**config.mk**
```make
export PLATFORM = sky130hd
export DESIGN_NAME = uart_regfront
export DESIGN_NICKNAME = d
export VERILOG_FILES = /design/src/rtl/uart_rf_pkg.sv /design/src/rtl/uart_rf_hreg.sv /design/src/rtl/uart_rf_rxfifo.sv /design/src/rtl/uart_rf_irq.sv /design/src/rtl/uart_regfront.sv
export SDC_FILE = /design/constraint.sdc
export NUM_CORES = 1
export LEC_CHECK = 0
export BUFFER_PORTS_ARGS = -buffer_cell sky130_fd_sc_hd__buf_2
export CAP_MARGIN = 0
export CORE_MARGIN = 3
export CORE_UTILIZATION = 50
export CTS_CLUSTER_SIZE = 16
export DETAILED_ROUTE_END_ITERATION = 8
export GPL_TIMING_DRIVEN = 0
export MAX_ROUTING_LAYER = met4
export PLACE_DENSITY = 0.7
export SETUP_SLACK_MARGIN = 0.05
export SLEW_MARGIN = 20
export SYNTH_ARGS = -nofsm -noshare
export SYNTH_HDL_FRONTEND = slang
export SYNTH_SLANG_ARGS = --single-unit
```
**constraint.sdc**
```tcl
create_clock -name clk -period 4.5 [get_ports clk]
set_input_delay 0.45 -clock clk [delete_from_list [all_inputs] [get_ports clk]]
set_output_delay 0.45 -clock clk [all_outputs]
set_load 0.02 [all_outputs]
```
**src/rtl/uart_rf_pkg.sv**
```systemverilog
// Package: word offsets, bit positions, reset values and the identification
// bytes shared by the UART register front end and its checker.
package uart_rf_pkg;

    localparam int OFF_DATA = 0;
    localparam int OFF_FLAG = 6;
    localparam int OFF_MASK = 14;
    localparam int OFF_RAW  = 15;
    localparam int OFF_MIS  = 16;
    localparam int OFF_ICLR = 17;

    localparam int IRQ_RX_BIT  = 4;
    localparam int IRQ_TX_BIT  = 5;
    localparam int QUEUE_EN_BIT = 4;

    localparam int NHOLD    = 6;
    localparam int HOLD_LCR = 2;

    // Word offset of holding register i.
    function automatic int hold_off(input int i);
        case (i)
            0:       return 9;
            1:       return 10;
            2:       return 11;
            3:       return 12;
            4:       return 13;
            default: return 18;
        endcase
    endfunction

    // Reset value of holding register i.
    function automatic logic [31:0] hold_rst(input int i);
        case (i)
            3:       return 32'h0000_0300;
            4:       return 32'h0000_0012;
            default: return 32'h0;
        endcase
    endfunction

    // Identification byte at window index idx.
    function automatic logic [7:0] id_byte(input logic [2:0] idx);
        case (idx)
            3'd0:    return 8'h11;
            3'd1:    return 8'h10;
            3'd2:    return 8'h14;
            3'd3:    return 8'h00;
            3'd4:    return 8'h0D;
            3'd5:    return 8'hF0;
            3'd6:    return 8'h05;
            default: return 8'hB1;
        endcase
    endfunction

endpackage

```
**src/rtl/uart_rf_hreg.sv**
```systemverilog
// Holding register: a plain read/write word with a parameterised reset value.
// Assumes the write enable has already been decoded for this register.
module uart_rf_hreg #(
    parameter int          W   = 32,
    parameter logic [W-1:0] RST = '0
) (
    input  logic         clk,
    input  logic         rst_n,
    input  logic         we,
    input  logic [W-1:0] d,
    output logic [W-1:0] q
);

    // Load on write, return to the reset value on reset.
    always_ff @(posedge clk) begin
        if (!rst_n)  q <= RST;
        else if (we) q <= d;
    end

endmodule

```
**src/rtl/uart_rf_rxfifo.sv**
```systemverilog
// Receive queue: a ring buffer of DEPTH bytes. It accepts bytes while the
// occupancy is below its capacity, which is DEPTH in queue mode and 1 in
// holding mode. It also keeps the most recently removed byte, which is
// returned by a removal from an empty queue.
// Assumes DEPTH >= 2.
module uart_rf_rxfifo #(
    parameter int  DEPTH  = 16,
    parameter int  BYTE_W = 8,
    localparam int PTR_W  = $clog2(DEPTH),
    localparam int CNT_W  = $clog2(DEPTH + 1)
) (
    input  logic              clk,
    input  logic              rst_n,
    input  logic              queue_mode,
    input  logic              in_valid,
    input  logic [BYTE_W-1:0] in_byte,
    output logic              in_ready,
    input  logic              pop_req,
    output logic [BYTE_W-1:0] head_byte,
    output logic              accepted,
    output logic              popped,
    output logic [CNT_W-1:0]  occ
);

    logic [BYTE_W-1:0] mem [DEPTH];
    logic [PTR_W-1:0]  wr_ptr, rd_ptr;
    logic [CNT_W-1:0]  occ_q;
    logic [BYTE_W-1:0] last_q;
    logic [CNT_W-1:0]  cap;

    function automatic logic [PTR_W-1:0] ptr_next(input logic [PTR_W-1:0] p);
        return (p == PTR_W'(DEPTH - 1)) ? '0 : p + 1'b1;
    endfunction

    // Capacity, handshake and head byte.
    always_comb begin
        cap       = queue_mode ? CNT_W'(DEPTH) : CNT_W'(1);
        in_ready  = occ_q < cap;
        accepted  = in_valid && in_ready;
        popped    = pop_req && (occ_q != '0);
        head_byte = (occ_q == '0) ? last_q : mem[rd_ptr];
        occ       = occ_q;
    end

    // Storage write for accepted bytes.
    always_ff @(posedge clk) begin
        if (accepted) mem[wr_ptr] <= in_byte;
    end

    // Pointers, occupancy and the last removed byte.
    always_ff @(posedge clk) begin
        if (!rst_n) begin
            wr_ptr <= '0;
            rd_ptr <= '0;
            occ_q  <= '0;
            last_q <= '0;
        end else begin
            if (accepted) wr_ptr <= ptr_next(wr_ptr);
            if (popped) begin
                rd_ptr <= ptr_next(rd_ptr);
                last_q <= mem[rd_ptr];
            end
            occ_q <= occ_q + CNT_W'(accepted) - CNT_W'(popped);
        end
    end

endmodule

```
**src/rtl/uart_rf_irq.sv**
```systemverilog
// Interrupt unit: two raw sources (receive, transmit), a full-width mask,
// write-one-to-clear, and the OR of the masked sources. A set event has
// priority over a clear in the same cycle.
module uart_rf_irq #(
    parameter int DATA_W = 32,
    parameter int RX_BIT = 4,
    parameter int TX_BIT = 5
) (
    input  logic              clk,
    input  logic              rst_n,
    input  logic              mask_we,
    input  logic              clr_we,
    input  logic [DATA_W-1:0] wdata,
    input  logic              rx_set,
    input  logic              rx_drop,
    input  logic              tx_set,
    output logic [DATA_W-1:0] raw_word,
    output logic [DATA_W-1:0] mask_q,
    output logic              irq
);

    localparam int NSRC = 2;

    logic [NSRC-1:0] set_v, drop_v, raw_q;

    assign set_v  = {tx_set, rx_set};
    assign drop_v = {1'b0, rx_drop};

    // One flop per source; source 0 sits at RX_BIT, source 1 at TX_BIT.
    for (genvar g = 0; g < NSRC; g++) begin : g_src
        localparam int POS = (g == 0) ? RX_BIT : TX_BIT;
        // Set wins; otherwise a drop event or a written one clears.
        always_ff @(posedge clk) begin
            if (!rst_n)
                raw_q[g] <= 1'b0;
            else if (set_v[g])
                raw_q[g] <= 1'b1;
            else if (drop_v[g] || (clr_we && wdata[POS]))
                raw_q[g] <= 1'b0;
        end
    end

    // Mask register.
    always_ff @(posedge clk) begin
        if (!rst_n)       mask_q <= '0;
        else if (mask_we) mask_q <= wdata;
    end

    // Place the raw bits in the word and form the output.
    always_comb begin
        raw_word         = '0;
        raw_word[RX_BIT] = raw_q[0];
        raw_word[TX_BIT] = raw_q[1];
        irq              = |(raw_word & mask_q);
    end

endmodule

```
**src/rtl/uart_regfront.sv**
```systemverilog
// UART register front end (top). It decodes word-addressed reads and writes,
// drives the transmit strobe, forms the flag word and the identification
// window, and ties together the receive queue, the interrupt unit and the
// holding registers. Read data is combinational. A read of word 0 removes a
// byte at the next edge. Assumes the host does not rely on wr_en and rd_en
// to the same word in one cycle.
module uart_regfront #(
    parameter int DATA_W = 32,
    parameter int OFF_W  = 10,
    parameter int BYTE_W = 8,
    parameter int DEPTH  = 16,
    parameter int TRIG   = 1
) (
    input  logic              clk,
    input  logic              rst_n,
    input  logic              wr_en,
    input  logic              rd_en,
    input  logic [OFF_W-1:0]  addr,
    input  logic [DATA_W-1:0] wdata,
    output logic [DATA_W-1:0] rdata,
    input  logic              rx_valid,
    input  logic [BYTE_W-1:0] rx_byte,
    output logic              rx_ready,
    output logic              tx_valid,
    output logic [BYTE_W-1:0] tx_byte,
    output logic              irq
);

    import uart_rf_pkg::*;

    localparam int CNT_W = $clog2(DEPTH + 1);

    logic [DATA_W-1:0] hold_q [NHOLD];
    logic [DATA_W-1:0] raw_word, mask_q, flag_word;
    logic [BYTE_W-1:0] head_byte;
    logic [CNT_W-1:0]  rx_occ, occ_next;
    logic              queue_mode, data_wr, data_rd, accepted, popped;
    logic              rx_set, rx_drop, id_hit;

    assign data_wr    = wr_en && (addr == OFF_W'(OFF_DATA));
    assign data_rd    = rd_en && (addr == OFF_W'(OFF_DATA));
    assign queue_mode = hold_q[HOLD_LCR][QUEUE_EN_BIT];
    assign id_hit     = &addr[OFF_W-1:3];

    // Holding registers, one instance per configured word.
    for (genvar i = 0; i < NHOLD; i++) begin : g_hold
        uart_rf_hreg #(
            .W   (DATA_W),
            .RST (DATA_W'(hold_rst(i)))
        ) u_reg (
            .clk   (clk),
            .rst_n (rst_n),
            .we    (wr_en && (addr == OFF_W'(hold_off(i)))),
            .d     (wdata),
            .q     (hold_q[i])
        );
    end

    uart_rf_rxfifo #(
        .DEPTH  (DEPTH),
        .BYTE_W (BYTE_W)
    ) u_rxq (
        .clk        (clk),
        .rst_n      (rst_n),
        .queue_mode (queue_mode),
        .in_valid   (rx_valid),
        .in_byte    (rx_byte),
        .in_ready   (rx_ready),
        .pop_req    (data_rd),
        .head_byte  (head_byte),
        .accepted   (accepted),
        .popped     (popped),
        .occ        (rx_occ)
    );

    // Receive interrupt events from the occupancy after this cycle.
    always_comb begin
        occ_next = rx_occ + CNT_W'(accepted) - CNT_W'(popped);
        rx_set   = accepted && (occ_next == CNT_W'(TRIG));
        rx_drop  = popped && (occ_next == CNT_W'(TRIG - 1));
    end

    uart_rf_irq #(
        .DATA_W (DATA_W),
        .RX_BIT (IRQ_RX_BIT),
        .TX_BIT (IRQ_TX_BIT)
    ) u_irq (
        .clk      (clk),
        .rst_n    (rst_n),
        .mask_we  (wr_en && (addr == OFF_W'(OFF_MASK))),
        .clr_we   (wr_en && (addr == OFF_W'(OFF_ICLR))),
        .wdata    (wdata),
        .rx_set   (rx_set),
        .rx_drop  (rx_drop),
        .tx_set   (data_wr),
        .raw_word (raw_word),
        .mask_q   (mask_q),
        .irq      (irq)
    );

    // Transmit strobe: one cycle after each data write.
    always_ff @(posedge clk) begin
        if (!rst_n) begin
            tx_valid <= 1'b0;
            tx_byte  <= '0;
        end else begin
            tx_valid <= data_wr;
            if (data_wr) tx_byte <= wdata[BYTE_W-1:0];
        end
    end

    // Flag word: transmit side always empty, receive side from occupancy.
    always_comb begin
        flag_word    = '0;
        flag_word[7] = 1'b1;
        flag_word[6] = (rx_occ == CNT_W'(DEPTH));
        flag_word[5] = 1'b0;
        flag_word[4] = (rx_occ == '0);
    end

    // Read multiplexer.
    always_comb begin
        rdata = '0;
        if (id_hit) begin
            rdata = DATA_W'(id_byte(addr[2:0]));
        end else begin
            case (int'(addr))
                OFF_DATA: rdata = DATA_W'(head_byte);
                OFF_FLAG: rdata = flag_word;
                OFF_MASK: rdata = mask_q;
                OFF_RAW:  rdata = raw_word;
                OFF_MIS:  rdata = raw_word & mask_q;
                default:  rdata = '0;
            endcase
            for (int i = 0; i < NHOLD; i++) begin
                if (addr == OFF_W'(hold_off(i))) rdata = hold_q[i];
            end
        end
    end

endmodule

```
=== After elaboration in Yosys (flattened, before gate mapping) ===
Memory sizes are Yosys's and may differ from the RTL's. A register that Yosys moved wholly into a read port is not among the register bits.
Index checks and enable logic that the tools add are counted.

* Flip-flop bits (word level): 256
* Bits in latches: 0
* Bits in writable memories: 128
* ROM bits: 0
* Output and inout port bits: 43
* Logic and storage cells: 102
* Memories kept: 1

{| class="wikitable"
|+ Memory list
! name !! words !! width !! rd ports !! clocked after memory_dff !! write ports !! RTL line !! text
|-
| u_rxq.mem || 16 || 8 || 1 || 1 || 1 || uart_rf_rxfifo.sv:25 || <nowiki>logic [BYTE_W-1:0] mem [DEPTH];</nowiki>
|}

* $add $sub $neg: 4
* Multipliers: 0
* Divide/modulo/power cells: 0
* $lt $le $gt $ge: 1
* Eq/ne operators: 27
* Shift operators: 0
* Muxes and demuxes: 27
* Bitwise logic cells: 1
* Reductions and logical operators: 26

{| class="wikitable"
|+ Operator list
! cell !! number
|-
| $mux 32 || 7
|-
| $pmux 32 s5 || 1
|-
| $eq 10x4->1 const B || 7
|-
| $eq 10x10->1 || 6
|-
| $mux 10 || 6
|-
| $pmux 8 s7 || 1
|-
| $and 6x32->32 || 1
|-
| $reduce_or 32->1 || 1
|-
| $eq 10x5->1 const B || 3
|-
| $logic_and 1x1->1 || 16
|-
| $mux 4 || 4
|-
| $eq 10x3->1 const B || 1
|-
| $logic_not 10->1 || 1
|-
| $logic_not 5->1 || 2
|-
| $eq 3x3->1 const B || 3
|-
| $add 4x1->4 const B || 2
|-
| $eq 4x4->1 const B || 2
|-
| $mux 8 || 1
|-
| $reduce_and 7->1 || 1
|-
| $eq 3x2->1 const B || 2
|-
| $mux 1 || 6
|-
| $add 5x1->5 || 1
|-
| $eq 5x1->1 const B || 1
|-
| $eq 5x5->1 const B || 1
|-
| other kinds (8) || 9
|}

=== Depth between registers and ports, before layout ===
* Word-level depth: 10
* Gate-level depth with buffers: 16
* Gate-level depth less buffers: 15

=== By module ===
A second synthesis with hierarchy kept.

* Cell total of the unflattened synthesis: 1698
* Area, all modules: 18910.6 um2

{| class="wikitable"
|+ Modules (own cells, without submodules)
! module !! instances !! cells an instance !! area an instance (um2)
|-
| uart_rf_rxfifo || 1 || 402 || 6383.6
|-
| uart_rf_hreg (g_hold[0].u_reg ...) || 4 || 103 || 1243.7
|-
| uart_regfront || 1 || 535 || 3519.6
|-
| uart_rf_hreg (g_hold[3].u_reg ...) || 2 || 103 || 1238.7
|-
| uart_rf_irq || 1 || 143 || 1555.2
|}

=== Worst setup path after synthesis ===
No wires, ideal clock.

* Path kind: input port to flip-flop
* Start: input addr[9]
* End: register u_irq.raw_q[0] (netlist: u_irq.raw_word[4])
* Arrival: 3.419 ns
* Data required time: 4.381 ns
* Setup slack: 0.962 ns
* Stages: 15
* Cell sequence: or4_4 > nor3_1 > nand3_1 > inv_1 > buf_2 > ha_1 > inv_1 > ha_1 > inv_1 > fa_1 > o21bai_1 > a21oi_1 > xnor2_1 > and4_1 > o221a_2

* Cells in the longest elaborated chain, start to end: 8

{| class="wikitable"
|+ Ends and longest elaborated chain
! what !! RTL line !! text
|-
| start, declared || uart_regfront.sv:18 || <nowiki>input logic [OFF_W-1:0] addr,</nowiki>
|-
| $logic_not 10->1 (*) || uart_regfront.sv:41 || <nowiki>assign data_rd = rd_en && (addr == OFF_W'(OFF_DATA));</nowiki>
|-
| $logic_and 1x1->1 (*) || uart_regfront.sv:41 ||
|-
| $logic_and 1x1->1 (*) || uart_rf_rxfifo.sv:40 || <nowiki>popped = pop_req && (occ_q != '0);</nowiki>
|-
| net popped || uart_regfront.sv:37 || <nowiki>logic queue_mode, data_wr, data_rd, accepted, popped;</nowiki>
|-
| $sub 5x1->5 || uart_regfront.sv:78 || <nowiki>occ_next = rx_occ + CNT_W'(accepted) - CNT_W'(popped);</nowiki>
|-
| $logic_not 5->1 || uart_regfront.sv:80 || <nowiki>rx_drop = popped && (occ_next == CNT_W'(TRIG - 1));</nowiki>
|-
| $logic_and 1x1->1 || uart_regfront.sv:80 ||
|-
| $logic_or 1x1->1 || uart_rf_irq.sv:38 || <nowiki>else if (drop_v[g] || (clr_we && wdata[POS]))</nowiki>
|-
| $reduce_bool 2->1 (no line) || - ||
|-
| end signal, assigned by index || uart_rf_irq.sv:35 || <nowiki>raw_q[g] <= 1'b0;</nowiki>
|-
| end signal, assigned by index || uart_rf_irq.sv:37 || <nowiki>raw_q[g] <= 1'b1;</nowiki>
|-
| end signal, assigned by index || uart_rf_irq.sv:39 || <nowiki>raw_q[g] <= 1'b0;</nowiki>
|-
| end, declared || uart_rf_irq.sv:24 || <nowiki>logic [NSRC-1:0] set_v, drop_v, raw_q;</nowiki>
|}

The timed path passes the listed nets; every way through them passes the cells marked *.
A chain may end at the register's enable or synchronous reset.

=== Final worst setup path ===
* Start: register u_rxq.occ_q[2] (netlist: u_rxq.occ[2])
* End: output rdata[2]

* Cells in the longest elaborated chain, start to end: 10

{| class="wikitable"
|+ Ends and longest elaborated chain
! what !! RTL line !! text
|-
| start, declared || uart_rf_rxfifo.sv:27 || <nowiki>logic [CNT_W-1:0] occ_q;</nowiki>
|-
| start signal, assigned || uart_rf_rxfifo.sv:63 || <nowiki>occ_q <= occ_q + CNT_W'(accepted) - CNT_W'(popped);</nowiki>
|-
| $logic_not 5->1 || uart_rf_rxfifo.sv:41 || <nowiki>head_byte = (occ_q == '0) ? last_q : mem[rd_ptr];</nowiki>
|-
| $mux 8 || uart_rf_rxfifo.sv:41 ||
|-
| $pmux 32 s5 || uart_regfront.sv:127 || <nowiki>case (int'(addr))</nowiki>
|-
| $mux 32 (6 in a row) || uart_regfront.sv:136 || <nowiki>if (addr == OFF_W'(hold_off(i))) rdata = hold_q[i];</nowiki>
|-
| $mux 32 || uart_regfront.sv:124 || <nowiki>if (id_hit) begin</nowiki>
|-
| end, declared || uart_regfront.sv:20 || <nowiki>output logic [DATA_W-1:0] rdata,</nowiki>
|}

No other way between the ends.

==> summary.md <==
### Place
• **weighted congestion reported at the end of routability-driven placement** 1.00
• **worst setup slack before clock tree synthesis** -0.0604 ns
• **# port buffers** 86
• **detailed placement HPWL** 39700 µm

### Die
• **Floorplan Core Area** 34600 µm²
• **Initial Utilization** 0.508
• **horizontal die dimension** 194 µm
• **total die area** 37500 µm²
• **number of placement rows** 68
• **Die Ht** 194 µm
• **number of top-level pins** 98

### Min path
• **Min-Delay Endpoint** g_hold[1].u_reg.q[19]
• **startpoint of the most critical hold path** wdata[19]
• **number of instances on the worst hold path** 3
• **classification of the worst-slack hold path** in -> reg

### Cells and area
• **FILL cells** 3022
• **share of layout cells above drive strength 1** 0.123
• **Synth-to-Final Area Change** 13.5%
• **Finished Core Util** 0.577
• **register area** 9050 µm²
• **final net count** 2001
• **area of combinational cells with multiple inputs** 7800 µm²

### Timing
• **final-report max-slew violation count** 0
• **min setup slack post-route** 0.0974 ns
• **Final period util** 0.978
• **Final Hold Fails** 0
• **Finish-stage setup viols** 0
• **Worst Skew** 0.0144 ns
• **unrepaired setup endpoints after global routing** no
• **normalized max-slew margin** 0.226
• **slew at the pin closest to its max-slew limit** 1.16 ns
• **Period minus WS final** 4.40 ns
• **maximum achievable frequency** 0.227 GHz

### Synth
• **EDFF count, synth** 128
• **part of the Yosys area used for sequential elements** 0.514
• **Unique masters post-synth** 78
• **flops & latches, synth** 388
• **cell area after synthesis** 17600 µm²
• **area share of the largest cell type after synthesis** 0.296
• **largest cells by area after synthesis** sky130_fd_sc_hd__dfxtp_1, sky130_fd_sc_hd__edfxtp_1, sky130_fd_sc_hd__nand2_1
• **gate count of the mapped netlist** 1798
• **fraction of registers with async set or reset after synthesis** 0
• **flip-flop cell with the highest count after synthesis** sky130_fd_sc_hd__dfxtp_1
• **syn nets** 1868
• **synth warn** 0
• **cell accounting for the most synthesized area** sky130_fd_sc_hd__dfxtp_1
• **mean instance size in the synthesized netlist** 9.79 µm²

### Clocking
• **Max H-tree Level** 2
• **clock input transition at the sequential cells of the worst setup and hold paths** 0.06 ns
• **clock latency of the later-clocked register in the worst-skew pair** 0.59 ns
• **hold_buf cts** 0
• **Num CTS Buffers** 41
• **clock tree from TritonCTS** yes
• **Post-CTS Setup Bufs** 0
• **post-CTS sizing** 0
• **count of clock tree sinks** 388
• **Clock Tree Root** sky130_fd_sc_hd__clkbuf_16
• **maximum buffer depth of the clock tree** 3

### Run
• **max-capacitance violation count** 0

### Critical path
• **crit path cell chain** inv_1 > ha_1 > or4b_2 > nor4_1 > a221oi_1 > o31ai_1 > buf_2
• **data required time of the worst path** 4.05 ns
• **crit path kind** reg -> out
• **library cell contributing the largest single delay on the critical path** sky130_fd_sc_hd__nor4_1
• **reg2reg end** u_irq.raw_word[4]
• **FF-to-FF Start** u_rxq.occ[2]
• **worst stage delay on the critical path** 0.97 ns
• **CP Data Arrival Time** 3.95 ns
• **Critical Path End Type** output port
• **element type at the critical path start** flop
• **Crit Path Max Fanout** 5
• **R2R depth** 16
• **R2R setup slack** 0.55 ns

### Routing
• **final routed wire length divided by cell count** 23.7 µm
• **Vias per Instance** 6.08
• **Iter 0 DRT Violations** 1414
• **Via Count** 14700
• **final wirelength** 57100 µm
• **antenna viol nets, final** 0
• **number of iterations in the first detailed-routing pass** 5
• **number of remaining DRC errors** 0

### Power
• **leakage power summed over all cells** 6.84 nW
• **Total Power** 7.96 mW
• **power density of the placed cells** 398 nW/µm²
• **peak supply drop** 0.000396 V

### GRT
• **grt total ovfl** 0
• **global-route wire length before repair** 85800 µm
• **antenna violations before repair** 0
• **gr usage total** 0.306
• **maximum number of pins on one net before global-route repair** 17
• **vias in the first global route** 14200

### Status
• **result of the run** finished clean

[worst max-delay path: cells and delay by family (launching register included)]
family	cells	cell delay, ns
and+or+nand+nor	2	1.69
AOI/OAI and AO/OA	2	0.79
buffers and inverters	2	0.37
adders and majority gates	1	0.21
DFF	1	0.31
[sequential cells by signal, indices dropped and copies added (netlist names), named ones only]
signal / flops
u_rxq.rd_ptr: 4
u_rxq.wr_ptr: 4
tx_byte: 8
u_irq.mask_q: 32
u_rxq.last_q: 8
u_rxq.mem: 128
g_hold.u_reg.q: 192
u_irq.raw_word: 2
u_rxq.occ: 5
tx_valid: 1
[metrics by stage]
step | TNS, ns | area, µm² | instances | hold slack, ns
2_1_floorplan | 0 | 17600 | 1798 | 0.430
3_3_place_gp | -0.00120 | 18600 | 2339 | 0.436
3_5_place_dp | -0.0604 | 18700 | 2343 | 0.444
4_1_cts | 0 | 20000 | 2412 | 0.150
5_1_grt | 0 | 20000 | 2412 | 0.177
6_report | 0 | 20000 | 2413 | 0.169
[layout by cell type, fill, tap and decap left out, drive strengths merged, types with 9 or more instances in the layout]
cell | Yosys | layout
and2 | 9 | 9
a221oi | 26 | 26
edfxtp | 128 | 128
mux4 | 29 | 29
inv | 44 | 47
a211oi | 25 | 25
o22ai | 16 | 16
nand2 | 460 | 460
nor2b | 43 | 43
clkbuf | 106 | 160
a221o | 25 | 25
a21boi | 207 | 207
buf | 42 | 132
nand2b | 41 | 41
nor2 | 30 | 30
nor3 | 15 | 15
ha | 14 | 14
mux2i | 42 | 42
a22o | 24 | 24
a21oi | 24 | 24
dfxtp | 260 | 260
nand3 | 32 | 32
o21ai | 40 | 40
[worst max path at each step]
stage | depth (start not counted) | endpoint | start
CTS | 8 | rdata[0] | flop
detailed placement | 16 | u_irq.raw_word[4] | addr[2]
global route | 7 | rdata[2] | u_rxq.occ[2]
global placement | 16 | u_irq.raw_word[4] | addr[2]
finish | 7 | rdata[2] | u_rxq.occ[2]
floorplan | 15 | u_irq.raw_word[4] | addr[9]
[cells by family after synthesis]
group | count (synthesis) | synth area share
AO/OA/AOI/OAI | 441 | 0.188
XOR/XNOR | 6 | 0.00299
adder cells (fa/ha/maj) | 15 | 0.0111
buffers and inverters | 192 | 0.0447
flip-flops | 388 | 0.514
multiplexers | 76 | 0.0642
AND/OR/NAND/NOR | 680 | 0.175
[cell type report]
class | instances | area share
repair buffers | 90 | 0.0232
clock buffers | 54 | 0.0548
clock inverters | 15 | 0.0108
well taps | 455 | 0.0285
multi-input cells | 1218 | 0.390
diodes | 1 | 0.000125
plain buffers | 148 | 0.0311
flip-flops and latches | 388 | 0.453
inverters | 44 | 0.00827
[cells in the mapped netlist (all sizes together), types with 8 or more instances]
master / number
a211oi: 25
a21boi: 207
a21oi: 24
a221o: 25
a221oi: 26
a22o: 24
a22oi: 8
and2: 9
buf: 42
clkbuf: 106
dfxtp: 260
edfxtp: 128
ha: 14
inv: 44
mux2i: 42
mux4: 29
nand2: 460
nand2b: 41
nand3: 32
nor2: 30
nor2b: 43
nor3: 15
nor4: 8
o21ai: 40
o22ai: 16
[report_power, final]
| part | total, mW | internal (mW) | switching, mW |
|---|---|---|---|
| registers | 3.73 | 3.69 | 0.0431 |
| logic | 0.825 | 0.305 | 0.520 |
| clock network | 3.40 | 1.96 | 1.45 |
| total | 7.96 | 5.95 | 2.01 |
[layer usage]
layer / wire [µm] / vias to the layer above / GRT usage
met1: 23100 / 7080 / 0.391
met3: 5100 / 159 / 0.0521
met5: 0 / - / -
met2: 26400 / 804 / 0.479
met4: 2530 / 0 / 0.139
li1: - / 6635 / -
No activity file was read; power rests on OpenSTA's default activity.
